===== src/rtl/adc_seq_pkg.sv =====
package adc_seq_pkg;

   typedef enum logic [1:0] {
      PH_IDLE = 2'd0,
      PH_ACQ  = 2'd1,
      PH_CONV = 2'd2
   } phase_e;

   localparam logic [2:0] SRC_OFF  = 3'b000;
   localparam logic [2:0] SRC_TICK = 3'b001;
   localparam logic [2:0] SRC_SW   = 3'b010;
   localparam logic [2:0] SRC_CONT = 3'b011;

   localparam logic [1:0] ADR_CTRL = 2'd0;
   localparam logic [1:0] ADR_CHAN = 2'd1;
   localparam logic [1:0] ADR_DATA = 2'd2;
   localparam logic [1:0] ADR_STAT = 2'd3;

   localparam int WORD_W   = 32;
   localparam int DATA_LSB = 16;
   localparam int ACQ_LSB  = 4;

   function automatic logic src_active(input logic [2:0] s);
      return (s == SRC_TICK) || (s == SRC_SW) || (s == SRC_CONT);
   endfunction

endpackage


===== src/rtl/adc_seq_regs.sv =====
module adc_seq_regs
   import adc_seq_pkg::*;
#(
   parameter int RES_W = 12,
   parameter int CH_W  = 3,
   parameter int ACQ_W = 8
) (
   input  logic              clk,
   input  logic              rst_n,
   input  logic              bus_wr,
   input  logic              bus_rd,
   input  logic [1:0]        bus_addr,
   input  logic [WORD_W-1:0] bus_wdata,
   output logic [WORD_W-1:0] bus_rdata,
   input  logic              res_vld,
   input  logic [RES_W-1:0]  res_code,
   input  logic [CH_W-1:0]   res_ch,
   input  logic              busy,
   output logic              ctrl_wr,
   output logic [2:0]        cfg_src,
   output logic [ACQ_W-1:0]  cfg_acq,
   output logic [CH_W-1:0]   chan_sel,
   output logic              done
);

   logic [2:0]        src_q;
   logic [ACQ_W-1:0]  acq_q;
   logic [CH_W-1:0]   chan_q;
   logic [WORD_W-1:0] data_q;
   logic              done_q;
   logic              chan_wr;
   logic              data_rd;
   logic [WORD_W-1:0] res_word;
   logic [WORD_W-1:0] ctrl_word;
   logic              unused_wdata;

   initial begin
      assert (RES_W >= 2 && RES_W <= 14) else $error("RES_W out of range");
      assert (CH_W >= 1 && CH_W <= DATA_LSB) else $error("CH_W out of range");
      assert (ACQ_W >= 1 && ACQ_W + ACQ_LSB <= WORD_W) else $error("ACQ_W out of range");
   end

   assign unused_wdata = ^bus_wdata;

   assign ctrl_wr = bus_wr && (bus_addr == ADR_CTRL);
   assign chan_wr = bus_wr && (bus_addr == ADR_CHAN);
   assign data_rd = bus_rd && (bus_addr == ADR_DATA);

   // the write in flight takes effect for the start decision on this same edge
   assign cfg_src  = ctrl_wr ? bus_wdata[2:0] : src_q;
   assign cfg_acq  = ctrl_wr ? bus_wdata[ACQ_LSB +: ACQ_W] : acq_q;
   assign chan_sel = chan_q;
   assign done     = done_q;

   always_comb begin
      res_word = '0;
      res_word[DATA_LSB +: RES_W] = res_code;
      res_word[CH_W-1:0]          = res_ch;
      ctrl_word = '0;
      ctrl_word[2:0]              = src_q;
      ctrl_word[ACQ_LSB +: ACQ_W] = acq_q;
   end

   always_ff @(posedge clk or negedge rst_n) begin
      if (!rst_n) begin
         src_q  <= SRC_OFF;
         acq_q  <= '0;
         chan_q <= '0;
      end else begin
         if (ctrl_wr) begin
            src_q <= bus_wdata[2:0];
            acq_q <= bus_wdata[ACQ_LSB +: ACQ_W];
         end
         if (chan_wr) chan_q <= bus_wdata[CH_W-1:0];
      end
   end

   // result lands whole in one edge; completion outranks the read clear
   always_ff @(posedge clk or negedge rst_n) begin
      if (!rst_n) begin
         data_q <= '0;
         done_q <= 1'b0;
      end else begin
         if (res_vld) data_q <= res_word;
         if (res_vld)      done_q <= 1'b1;
         else if (data_rd) done_q <= 1'b0;
      end
   end

   always_comb begin
      unique case (bus_addr)
         ADR_CTRL: bus_rdata = ctrl_word;
         ADR_CHAN: bus_rdata = WORD_W'(chan_q);
         ADR_DATA: bus_rdata = data_q;
         default:  bus_rdata = {{(WORD_W-2){1'b0}}, busy, done_q};
      endcase
   end

   a_r5_done_on_result: assert property (@(posedge clk) disable iff (!rst_n)
      res_vld |=> done_q && (data_q[DATA_LSB +: RES_W] == $past(res_code)));

   a_r6_read_clears: assert property (@(posedge clk) disable iff (!rst_n)
      data_rd && !res_vld |=> !done_q);

   a_r12_data_hold: assert property (@(posedge clk) disable iff (!rst_n)
      !res_vld |=> $stable(data_q));

endmodule


===== src/rtl/adc_seq_phase.sv =====
module adc_seq_phase
   import adc_seq_pkg::*;
#(
   parameter int RES_W = 12,
   parameter int CH_W  = 3,
   parameter int ACQ_W = 8,
   parameter int IDX_W = 4
) (
   input  logic             clk,
   input  logic             rst_n,
   input  logic             ctrl_wr,
   input  logic [2:0]       cfg_src,
   input  logic [ACQ_W-1:0] cfg_acq,
   input  logic             timer_tick,
   input  logic [CH_W-1:0]  chan_sel,
   output phase_e           phase,
   output logic [IDX_W-1:0] bit_idx,
   output logic             conv_done,
   output logic [CH_W-1:0]  conv_ch,
   output logic [CH_W-1:0]  adc_chan,
   output logic             busy,
   output logic             sample_en
);

   localparam int CNT_W = (ACQ_W > IDX_W) ? ACQ_W : IDX_W;

   initial begin
      assert ((1 << IDX_W) >= RES_W) else $error("IDX_W too small for RES_W");
   end

   phase_e            phase_q, phase_d;
   logic [CNT_W-1:0]  cnt_q, cnt_d;
   logic [CH_W-1:0]   ch_q;
   logic              latch_ch;
   logic              last;
   logic              ctrl_go, ctrl_halt, tick_go;

   assign busy      = (phase_q != PH_IDLE);
   assign sample_en = (phase_q == PH_ACQ);
   assign last      = (cnt_q == '0);
   assign phase     = phase_q;
   assign bit_idx   = cnt_q[IDX_W-1:0];
   assign conv_ch   = ch_q;
   assign adc_chan  = (phase_q == PH_ACQ) ? chan_sel : ch_q;

   // an idle write of the tick source only arms; any active write while busy restarts
   assign ctrl_go   = ctrl_wr && src_active(cfg_src) && (busy || (cfg_src != SRC_TICK));
   assign ctrl_halt = ctrl_wr && !src_active(cfg_src);
   assign tick_go   = timer_tick && !busy && !ctrl_wr && (cfg_src == SRC_TICK);
   assign conv_done = (phase_q == PH_CONV) && last && !ctrl_wr;

   always_comb begin
      phase_d  = phase_q;
      cnt_d    = cnt_q;
      latch_ch = 1'b0;
      if (ctrl_halt) begin
         phase_d = PH_IDLE;
         cnt_d   = '0;
      end else if (ctrl_go || tick_go) begin
         phase_d = PH_ACQ;
         cnt_d   = CNT_W'(cfg_acq);
      end else begin
         unique case (phase_q)
            PH_ACQ: begin
               if (last) begin
                  phase_d  = PH_CONV;
                  cnt_d    = CNT_W'(RES_W - 1);
                  latch_ch = 1'b1;
               end else begin
                  cnt_d = cnt_q - 1'b1;
               end
            end
            PH_CONV: begin
               if (last) begin
                  if (cfg_src == SRC_CONT) begin
                     phase_d = PH_ACQ;
                     cnt_d   = CNT_W'(cfg_acq);
                  end else begin
                     phase_d = PH_IDLE;
                  end
               end else begin
                  cnt_d = cnt_q - 1'b1;
               end
            end
            default: ;
         endcase
      end
   end

   always_ff @(posedge clk or negedge rst_n) begin
      if (!rst_n) begin
         phase_q <= PH_IDLE;
         cnt_q   <= '0;
         ch_q    <= '0;
      end else begin
         phase_q <= phase_d;
         cnt_q   <= cnt_d;
         if (latch_ch) ch_q <= chan_sel;
      end
   end

   a_r8_acq_countdown: assert property (@(posedge clk) disable iff (!rst_n)
      (phase_q == PH_ACQ) && !last && !ctrl_wr |=>
         (phase_q == PH_ACQ) && (cnt_q == $past(cnt_q) - 1'b1));

   a_r3_conv_runs: assert property (@(posedge clk) disable iff (!rst_n)
      (phase_q == PH_CONV) && !last && !ctrl_wr |=> (phase_q == PH_CONV));

   a_r9_chan_held: assert property (@(posedge clk) disable iff (!rst_n)
      (phase_q == PH_CONV) && !last && !ctrl_wr |=> $stable(adc_chan));

   a_r7_restart: assert property (@(posedge clk) disable iff (!rst_n)
      ctrl_wr && busy && src_active(cfg_src) |=>
         (phase_q == PH_ACQ) && (cnt_q == CNT_W'($past(cfg_acq))));

   a_r11_tick_ignored: assert property (@(posedge clk) disable iff (!rst_n)
      timer_tick && busy && !ctrl_wr && !last |=> busy && (cnt_q == $past(cnt_q) - 1'b1));

endmodule


===== src/rtl/adc_seq_sar.sv =====
module adc_seq_sar #(
   parameter int RES_W = 12,
   parameter int IDX_W = 4
) (
   input  logic             clk,
   input  logic             rst_n,
   input  logic             conv_en,
   input  logic [IDX_W-1:0] bit_idx,
   input  logic             cmp_in,
   output logic [RES_W-1:0] dac_code,
   output logic [RES_W-1:0] res_code
);

   logic [RES_W-1:0] sar_q;
   logic [RES_W-1:0] trial;
   logic [RES_W-1:0] nxt;
   logic [RES_W-1:0] at_or_below;

   for (genvar b = 0; b < RES_W; b++) begin : g_bit
      logic hit;
      assign hit            = conv_en && (bit_idx == IDX_W'(b));
      assign trial[b]       = sar_q[b] | hit;
      assign nxt[b]         = hit ? cmp_in : sar_q[b];
      assign at_or_below[b] = (IDX_W'(b) <= bit_idx);
   end

   assign dac_code = trial;
   assign res_code = nxt;

   always_ff @(posedge clk or negedge rst_n) begin
      if (!rst_n)        sar_q <= '0;
      else if (!conv_en) sar_q <= '0;
      else               sar_q <= nxt;
   end

   a_r4_lower_undecided: assert property (@(posedge clk) disable iff (!rst_n)
      conv_en |-> ((sar_q & at_or_below) == '0));

   a_r4_single_trial: assert property (@(posedge clk) disable iff (!rst_n)
      conv_en |-> ($countones(dac_code ^ sar_q) == 1));

endmodule


===== src/rtl/adc_conv_seq.sv =====
module adc_conv_seq
   import adc_seq_pkg::*;
#(
   parameter int RES_W = 12,
   parameter int CH_W  = 3,
   parameter int ACQ_W = 8
) (
   input  logic             clk,
   input  logic             rst_n,
   input  logic             bus_wr,
   input  logic             bus_rd,
   input  logic [1:0]       bus_addr,
   input  logic [31:0]      bus_wdata,
   output logic [31:0]      bus_rdata,
   input  logic             timer_tick,
   input  logic             cmp_in,
   output logic [RES_W-1:0] dac_code,
   output logic [CH_W-1:0]  adc_chan,
   output logic             sample_en,
   output logic             adc_busy,
   output logic             adc_irq
);

   localparam int IDX_W = (RES_W > 1) ? $clog2(RES_W) : 1;

   logic             ctrl_wr;
   logic [2:0]       cfg_src;
   logic [ACQ_W-1:0] cfg_acq;
   logic [CH_W-1:0]  chan_sel;
   logic [CH_W-1:0]  conv_ch;
   logic [IDX_W-1:0] bit_idx;
   logic [RES_W-1:0] res_code;
   logic             conv_done;
   logic             busy;
   phase_e           phase;

   adc_seq_regs #(.RES_W(RES_W), .CH_W(CH_W), .ACQ_W(ACQ_W)) u_regs (
      .clk       (clk),
      .rst_n     (rst_n),
      .bus_wr    (bus_wr),
      .bus_rd    (bus_rd),
      .bus_addr  (bus_addr),
      .bus_wdata (bus_wdata),
      .bus_rdata (bus_rdata),
      .res_vld   (conv_done),
      .res_code  (res_code),
      .res_ch    (conv_ch),
      .busy      (busy),
      .ctrl_wr   (ctrl_wr),
      .cfg_src   (cfg_src),
      .cfg_acq   (cfg_acq),
      .chan_sel  (chan_sel),
      .done      (adc_irq)
   );

   adc_seq_phase #(.RES_W(RES_W), .CH_W(CH_W), .ACQ_W(ACQ_W), .IDX_W(IDX_W)) u_phase (
      .clk        (clk),
      .rst_n      (rst_n),
      .ctrl_wr    (ctrl_wr),
      .cfg_src    (cfg_src),
      .cfg_acq    (cfg_acq),
      .timer_tick (timer_tick),
      .chan_sel   (chan_sel),
      .phase      (phase),
      .bit_idx    (bit_idx),
      .conv_done  (conv_done),
      .conv_ch    (conv_ch),
      .adc_chan   (adc_chan),
      .busy       (busy),
      .sample_en  (sample_en)
   );

   adc_seq_sar #(.RES_W(RES_W), .IDX_W(IDX_W)) u_sar (
      .clk      (clk),
      .rst_n    (rst_n),
      .conv_en  (phase == PH_CONV),
      .bit_idx  (bit_idx),
      .cmp_in   (cmp_in),
      .dac_code (dac_code),
      .res_code (res_code)
   );

   assign adc_busy = busy;

endmodule


===== config.mk =====
export PLATFORM = sky130hd
export DESIGN_NAME = adc_conv_seq
export DESIGN_NICKNAME = d
export VERILOG_FILES = /design/src/rtl/adc_seq_pkg.sv /design/src/rtl/adc_seq_regs.sv /design/src/rtl/adc_seq_phase.sv /design/src/rtl/adc_seq_sar.sv /design/src/rtl/adc_conv_seq.sv
export SDC_FILE = /design/constraint.sdc
export NUM_CORES = 1
export LEC_CHECK = 0
export BUFFER_PORTS_ARGS = -buffer_cell sky130_fd_sc_hd__clkbuf_2
export CAP_MARGIN = 20
export CORE_ASPECT_RATIO = 1.75
export CORE_MARGIN = 2
export CORE_UTILIZATION = 40
export CTS_CLUSTER_DIAMETER = 200
export DETAILED_ROUTE_END_ITERATION = 8
export PLACE_DENSITY = 0.72
export SYNTH_ARGS = -nofsm -noshare
export SYNTH_HDL_FRONTEND = slang
export SYNTH_SLANG_ARGS = --single-unit

===== constraint.sdc =====
create_clock -name clk -period 5.05 [get_ports clk]
set_input_delay 0.2525 -clock clk [delete_from_list [all_inputs] [get_ports clk]]
set_output_delay 0.2525 -clock clk [all_outputs]
set_load 0.01 [all_outputs]

==> results.sh, run 1 <==
export IMPL_maxSlewViolCount=0
export IMPL_clk_latency_ps=290
export IMPL_crit_top_cell="nand2_1"
export IMPL_grt_overflow=0
export IMPL_grt_pass1_vias=2508
export IMPL_critPathSlowestCell="ha_1"
export IMPL_via_per_inst=5.33
export IMPL_yosys_warnings=0
export IMPL_reg2reg_depth=6
export IMPL_synth_edf_count=0
export IMPL_end_kind="register"
export IMPL_num_antenna_cells=0
export IMPL_fill_cells=760
export IMPL_grt_start_max_net_pins=56
export IMPL_rsz0062_at_grt="false"
export IMPL_outcome="complete, no violations"
export IMPL_place_congestion=0.822
export IMPL_die_x_um=70.8
export IMPL_path_class="register to register"
export IMPL_clk_pin_slew_ps=70
export IMPL_period_needed_ps=2850
export IMPL_synth_avg_cell_area_um2=9.46
export IMPL_area_sequential_um2=1380
export IMPL_io_buffers=59
export IMPL_finalHoldViolCount=0
export IMPL_synth_seq_cells=55
export IMPL_ctsRootBufferMaster="clkbuf_16"
export IMPL_area_growth_pct=14.9
export IMPL_slowest_delay_ps=650
export IMPL_ys_top_cells_by_count="nand2_1, dfrtp_1, and2_1, o21ai_0"
export IMPL_synthTopCellsByArea="dfrtp_1, nand2_1, mux2i_1, and2_1, mux2_2"
export IMPL_cts_num_sinks=55
export IMPL_synth_top_cell_area_share=0.441
export IMPL_rr_endpoint="u_regs.data_q[2]"
export IMPL_arrival_ps=3030
export IMPL_drt_initial_drc_count=83
export IMPL_rr_startpoint="u_phase.phase[0]"
export IMPL_firstDrtPassIters=4
export IMPL_path_cells="inv_1, ha_1, nand2_1, and3b_1, nand2_1, mux2_2"
export IMPL_start_util=0.413
export IMPL_die_area_um2=8550
export IMPL_p_leak_nw=1.82
export IMPL_drc=0
export IMPL_power_density_nw_per_um2=481
export IMPL_multiInputGateArea_um2=1590
export IMPL_setup_tns_ps=0
export IMPL_fin_skew_ps=5.50
export IMPL_yosysTopAreaCell="dfrtp_1"
export IMPL_cap_violations=0
export IMPL_post_cts_resized=0
export IMPL_die_h_um=121
export IMPL_syn_cell_area_um2=3120
export IMPL_htree_levels=2
export IMPL_critPathLaunchType="register"
export IMPL_r2r_slack_ps=2200
export IMPL_worst_pin_slew_ps=910
export IMPL_crit_required_ps=5230
export IMPL_dr_total_vias=2516
export IMPL_postRouteAntennaNets=0
export IMPL_final_core_util=0.474
export IMPL_finalSetupViolCount=0
export IMPL_yosys_cell_count_top_type="nand2_1"
export IMPL_cts_tree="yes"
export IMPL_async_reset_ff_frac=1.00
export IMPL_slew_headroom=0.392
export IMPL_synth_seq_area_share=0.441
export IMPL_dp_hpwl_um=5280
export IMPL_drive_above_1_share=0.245
export IMPL_synthFlopType="dfrtp_1"
export IMPL_wl_per_cell_um=15.0
export IMPL_drt_total_wl_um=7080
export IMPL_ir_worst_vdd_mv=0.251
export IMPL_grt_use_total=0.177
export IMPL_cts_buffers=5
export IMPL_cts_buffer_depth=2
export IMPL_syn_instance_count=330
export IMPL_clock_fmax_mhz=350
export IMPL_grt_pass1_wl_um=12000
export IMPL_ioPinCount=90
export IMPL_synth_distinct_cells=47
export IMPL_hold_buffers=0
export IMPL_min_path_type="input port to async pin"
export IMPL_cp_max_fo=27
export IMPL_nets=431
export IMPL_finalCritPeriodShare=0.565
export IMPL_num_rows=42
export IMPL_post_cts_buffers=0
export IMPL_core_area_um2=7570
export IMPL_antenna_found_initial=0
how the worst max path moves through the flow:
stage | start | cells after the start | end
2_1_floorplan | u_phase.phase[0] | 8 | u_phase.conv_ch[0]
3_3_place_gp | u_phase.phase[0] | 6 | u_regs.data_q[16]
3_5_place_dp | u_phase.phase[0] | 6 | u_regs.data_q[2]
4_1_cts | u_phase.phase[0] | 6 | u_regs.data_q[16]
5_1_grt | u_phase.phase[0] | 6 | u_regs.data_q[2]
6_report | u_phase.phase[0] | 6 | u_regs.data_q[2]
per-stage QoR:
stage	cells	hold slack (ps)	setup slack (ps)	total power [mW]	instance area, µm²
after detailed placement	464	434	2120	1.37	3430
after global placement	464	427	2210	1.34	3430
final	472	78.3	2200	1.73	3590
after floorplan	338	-43.1	2990	1.15	3150
after global routing	472	154	1910	1.85	3590
after CTS	472	116	2130	1.74	3590
power by group:
group          internal (mW)  switching (mW)  total (mW)
Combinational          0.308           0.422       0.730
Sequential             0.546          0.0816       0.627
Clock                  0.211           0.158       0.369
state kept, by name, summed over array words and instances, names as in the netlist:
name             flops
u_phase.conv_ch      3
u_phase.phase        2
u_regs.data_q       15
u_sar.sar_q         12
u_phase.cnt_q        8
u_regs.chan_sel      3
u_regs.done          1
u_regs.acq_q         8
u_regs.src_q         3
worst max-delay path: cells and delay by family, from the launching register on:
kind | cells | cell delay (ps)
fa+ha+maj | 1 | 650
buf+inv | 1 | 100
flops | 1 | 400
mux | 1 | 500
simple gates | 3 | 1080
cells in the final DEF, fill, tap and decap left out, drive strengths merged, types with 13 or more instances in the layout:
cell type and n:
mux2 13, clkbuf 66, nor2 14, and2 20
nor2b 15, inv 14, o21ai 20, dfrtp 55
mux2i 15, nand2 61
per-layer routing:
metal	vias to the layer above	global-route usage	wire length (µm)
li1	1207	-	-
met3	12	0.0357	346
met1	1220	0.200	2680
met4	0	0.0719	175
met2	77	0.320	3870
met5	-	0	0
logic make-up (layout without fill, tap and decap cells):
kind of cell | Yosys count | in the layout | share of synthesized area
muxes | 30 | 30 | 0.111
other | 1 | 9 | 0.00120
buffers and inverters | 36 | 82 | 0.0605
DFF | 55 | 55 | 0.441
and+or+nand+nor | 153 | 153 | 0.252
AOI/OAI and AO/OA | 47 | 47 | 0.103
adders and majority gates | 8 | 8 | 0.0321
cell type report:
type | instances | area share
multi-input cells | 247 | 0.442
flip-flops and latches | 55 | 0.384
repair buffers | 60 | 0.0844
clock buffers | 7 | 0.0425
well taps | 88 | 0.0307
inverters | 14 | 0.0146
clock inverters | 1 | 0.00209
(Power assumes the default switching activity.)
==> run 2: changes to the inputs <==
--- a/config.mk
+++ b/config.mk
@@ -5,6 +5,7 @@
 export SDC_FILE = /design/constraint.sdc
 export NUM_CORES = 1
 export LEC_CHECK = 0
+export ABC_AREA = 1
 export BUFFER_PORTS_ARGS = -buffer_cell sky130_fd_sc_hd__clkbuf_2
 export CAP_MARGIN = 20
 export CORE_ASPECT_RATIO = 1.75
@@ -12,7 +13,7 @@
 export CORE_UTILIZATION = 40
 export CTS_CLUSTER_DIAMETER = 200
 export DETAILED_ROUTE_END_ITERATION = 8
-export PLACE_DENSITY = 0.72
+export PLACE_DENSITY = 0.71
 export SYNTH_ARGS = -nofsm -noshare
 export SYNTH_HDL_FRONTEND = slang
 export SYNTH_SLANG_ARGS = --single-unit
==> constraint.sdc (replaced) <==
create_clock -name clk -period 2.7 [get_ports clk]
set_input_delay 0.135 -clock clk [delete_from_list [all_inputs] [get_ports clk]]
set_output_delay 0.135 -clock clk [all_outputs]
set_load 0.01 [all_outputs]
==> run 2 against run 1 <==
  * Critical path depth increased by 2
  * Synthesized cell count increased by 38%
  * Power increased by 96%
  * Area after synthesis up 8.1%
  * Setup slack got worse by 1600 ps
==> results.sh, run 2 <==
export IMPL_drt_total_wl_um=7950
export IMPL_htree_levels=2
export IMPL_slowest_delay_ps=440
export IMPL_met3_usage=0.0258
export IMPL_cts_num_sinks=55
export IMPL_top_usage_layer="met2"
export IMPL_ys_top_cells_by_count="nand2_1, inv_1, dfrtp_1, nor2_1, o21ai_0"
export IMPL_worst_pin_slew_ps=685
export IMPL_synth_seq_area_share=0.408
export IMPL_rsz0062_at_grt="false"
export IMPL_synth_avg_cell_area_um2=7.40
export IMPL_grt_overflow=0
export IMPL_ir_worst_vdd_mv=0.301
export IMPL_largest_reg_flops=15
export IMPL_clk_pin_slew_ps=70
export IMPL_nets=564
export IMPL_yosysTopAreaCell="dfrtp_1"
export IMPL_die_area_um2=9220
export IMPL_fill_cells=816
export IMPL_post_cts_buffers=0
export IMPL_syn_cell_area_um2=3370
export IMPL_cts_buffer_depth=2
export IMPL_p_leak_nw=2.12
export IMPL_io_buffers=59
export IMPL_grt_use_total=0.185
export IMPL_crit_required_ps=2890
export IMPL_cts_tree="yes"
export IMPL_power_density_nw_per_um2=873
export IMPL_cts_buffers=5
export IMPL_period_needed_ps=2070
export IMPL_finalCritPeriodShare=0.767
export IMPL_via_per_inst=4.94
export IMPL_top_regs="u_regs.data_q (15), u_sar.sar_q (12)"
export IMPL_cp_max_fo=9
export IMPL_synthTopCellsByArea="dfrtp_1, nand2_1, inv_1, o21ai_0, nor2_1"
export IMPL_grt_pass1_wl_um=13500
export IMPL_num_antenna_cells=0
export IMPL_place_congestion=0.938
export IMPL_area_sequential_um2=1380
export IMPL_top_register="u_regs.data_q"
export IMPL_cap_violations=0
export IMPL_worst_slack_ps=629
export IMPL_start_util=0.409
export IMPL_num_rows=44
export IMPL_setup_tns_ps=0
export IMPL_critPathSlowestCell="nor2_1"
export IMPL_slew_headroom=0.543
export IMPL_crit_top_cell="nand2_1"
export IMPL_fin_skew_ps=5.49
export IMPL_yosys_warnings=0
export IMPL_wl_per_cell_um=13.0
export IMPL_dp_hpwl_um=6020
export IMPL_async_reset_ff_frac=1.00
export IMPL_path_cells="nor2_1, nand2_1, nor2_2, nand2_1, o21ai_4, a21oi_4, nand2_1, nand2_1"
export IMPL_end_kind="register"
export IMPL_ctsRootBufferMaster="clkbuf_16"
export IMPL_drt_initial_drc_count=190
export IMPL_finalSetupViolCount=0
export IMPL_synth_top_cell_area_share=0.408
export IMPL_use_met2=0.334
export IMPL_die_x_um=73.4
export IMPL_area_growth_pct=15.0
export IMPL_critPathLaunchType="register"
export IMPL_drc=0
export IMPL_dp_cells=600
export IMPL_path_class="register to register"
export IMPL_die_h_um=126
export IMPL_core_area_um2=8260
export IMPL_multiInputGateArea_um2=1630
export IMPL_ioPinCount=90
export IMPL_synth_seq_cells=55
export IMPL_layout_commonest_cell="nand2_1"
export IMPL_postRouteAntennaNets=0
export IMPL_power_mw=3.39
export IMPL_maxSlewViolCount=0
export IMPL_synthFlopType="dfrtp_1"
export IMPL_critPathTopFamily="simple AND/OR/NAND/NOR gates"
export IMPL_final_cell_mix="nand2_1, inv_1, clkbuf_2"
export IMPL_finalHoldViolCount=0
export IMPL_critPathBufInv=0
export IMPL_pre_cts_ws_ps=626
export IMPL_antenna_found_initial=0
export IMPL_gr_usage_met1=0.209
export IMPL_synth_edf_count=0
export IMPL_grt_pass1_vias=2979
export IMPL_synth_distinct_cells=37
export IMPL_syn_instance_count=456
export IMPL_dr_total_vias=3009
export IMPL_fin_cells=609
export IMPL_drive_above_1_share=0.195
export IMPL_yosys_cell_count_top_type="nand2_1"
export IMPL_outcome="complete, no violations"
export IMPL_clock_fmax_mhz=483
export IMPL_grt_start_max_net_pins=32
export IMPL_arrival_ps=2260
export IMPL_firstDrtPassIters=4
export IMPL_clk_latency_ps=300
export IMPL_min_path_type="input port to register"
-- run 2: cells by family (layout without fill, tap and decap cells) --
logic type               count (synthesis)  after routing  share of synthesized area
adder cells (fa/ha/maj)                  8              8                     0.0297
AO/OA/AOI/OAI                           53             53                     0.0931
flip-flops                              55             55                      0.408
XOR/XNOR                                 5              5                     0.0130
buffers and inverters                   93            146                      0.119
AND/OR/NAND/NOR                        241            241                      0.337
other                                    1              9                    0.00111
-- run 2: layer usage --
metal | part of all wire | vias up
li1 | - | 1517
met1 | 0.38 | 1394
met2 | 0.55 | 81
met3 | 0.036 | 17
met4 | 0.031 | 0
met5 | 0 | -
-- run 2: per-stage QoR --
stage               hold slack [ps]   util  cell area, µm²
global route                   97.5  0.470            3880
CTS                            87.1  0.470            3880
detailed placement              215  0.451            3730
global placement                211  0.451            3730
finish                         87.7  0.470            3880
floorplan                      -161      -            3400
-- run 2: report_power, final --
group / switching (mW) / internal (mW)
Sequential: 0.128 / 0.996
Clock: 0.299 / 0.344
Combinational: 1.05 / 0.563
-- run 2: final timing paths --
| check | start | endpoint | slack (ps) | cells after the start |
|---|---|---|---|---|
| setup / recovery | u_phase.cnt_q[2] | u_phase.cnt_q[7] | 630 | 8 |
| hold / removal | bus_rd | u_regs.done | 90 | 4 |
| setup reg to reg | u_phase.cnt_q[2] | u_phase.cnt_q[7] | 630 | 8 |
| hold reg to reg | u_regs.data_q[25] | u_regs.data_q[25] | 490 | 2 |
| max in group asynchronous | rst_n | u_phase.cnt_q[0] | 1590 | 3 |
| min in group asynchronous | rst_n | u_regs.acq_q[2] | 430 | 2 |
-- run 2: area by class of cell --
class | instances | area share
inverters | 73 | 0.0706
well taps | 92 | 0.0297
multi-input cells | 316 | 0.420
flip-flops and latches | 55 | 0.355
clock inverters | 3 | 0.00484
repair buffers | 65 | 0.0884
clock buffers | 5 | 0.0322
-- run 2: worst reg2reg max path, stage by stage, from the launching register on --
cell     delay [ps]
dfrtp_1         430
nor2_1          440
nand2_1         160
nor2_2          130
nand2_1         120
o21ai_4         370
a21oi_4         160
nand2_1         110
nand2_1          50
-- run 2: timing repair --
action,4_1_cts,5_1_grt
hold buffers,1,0
hold endpoints to repair,26,0
gates resized for setup,0,0
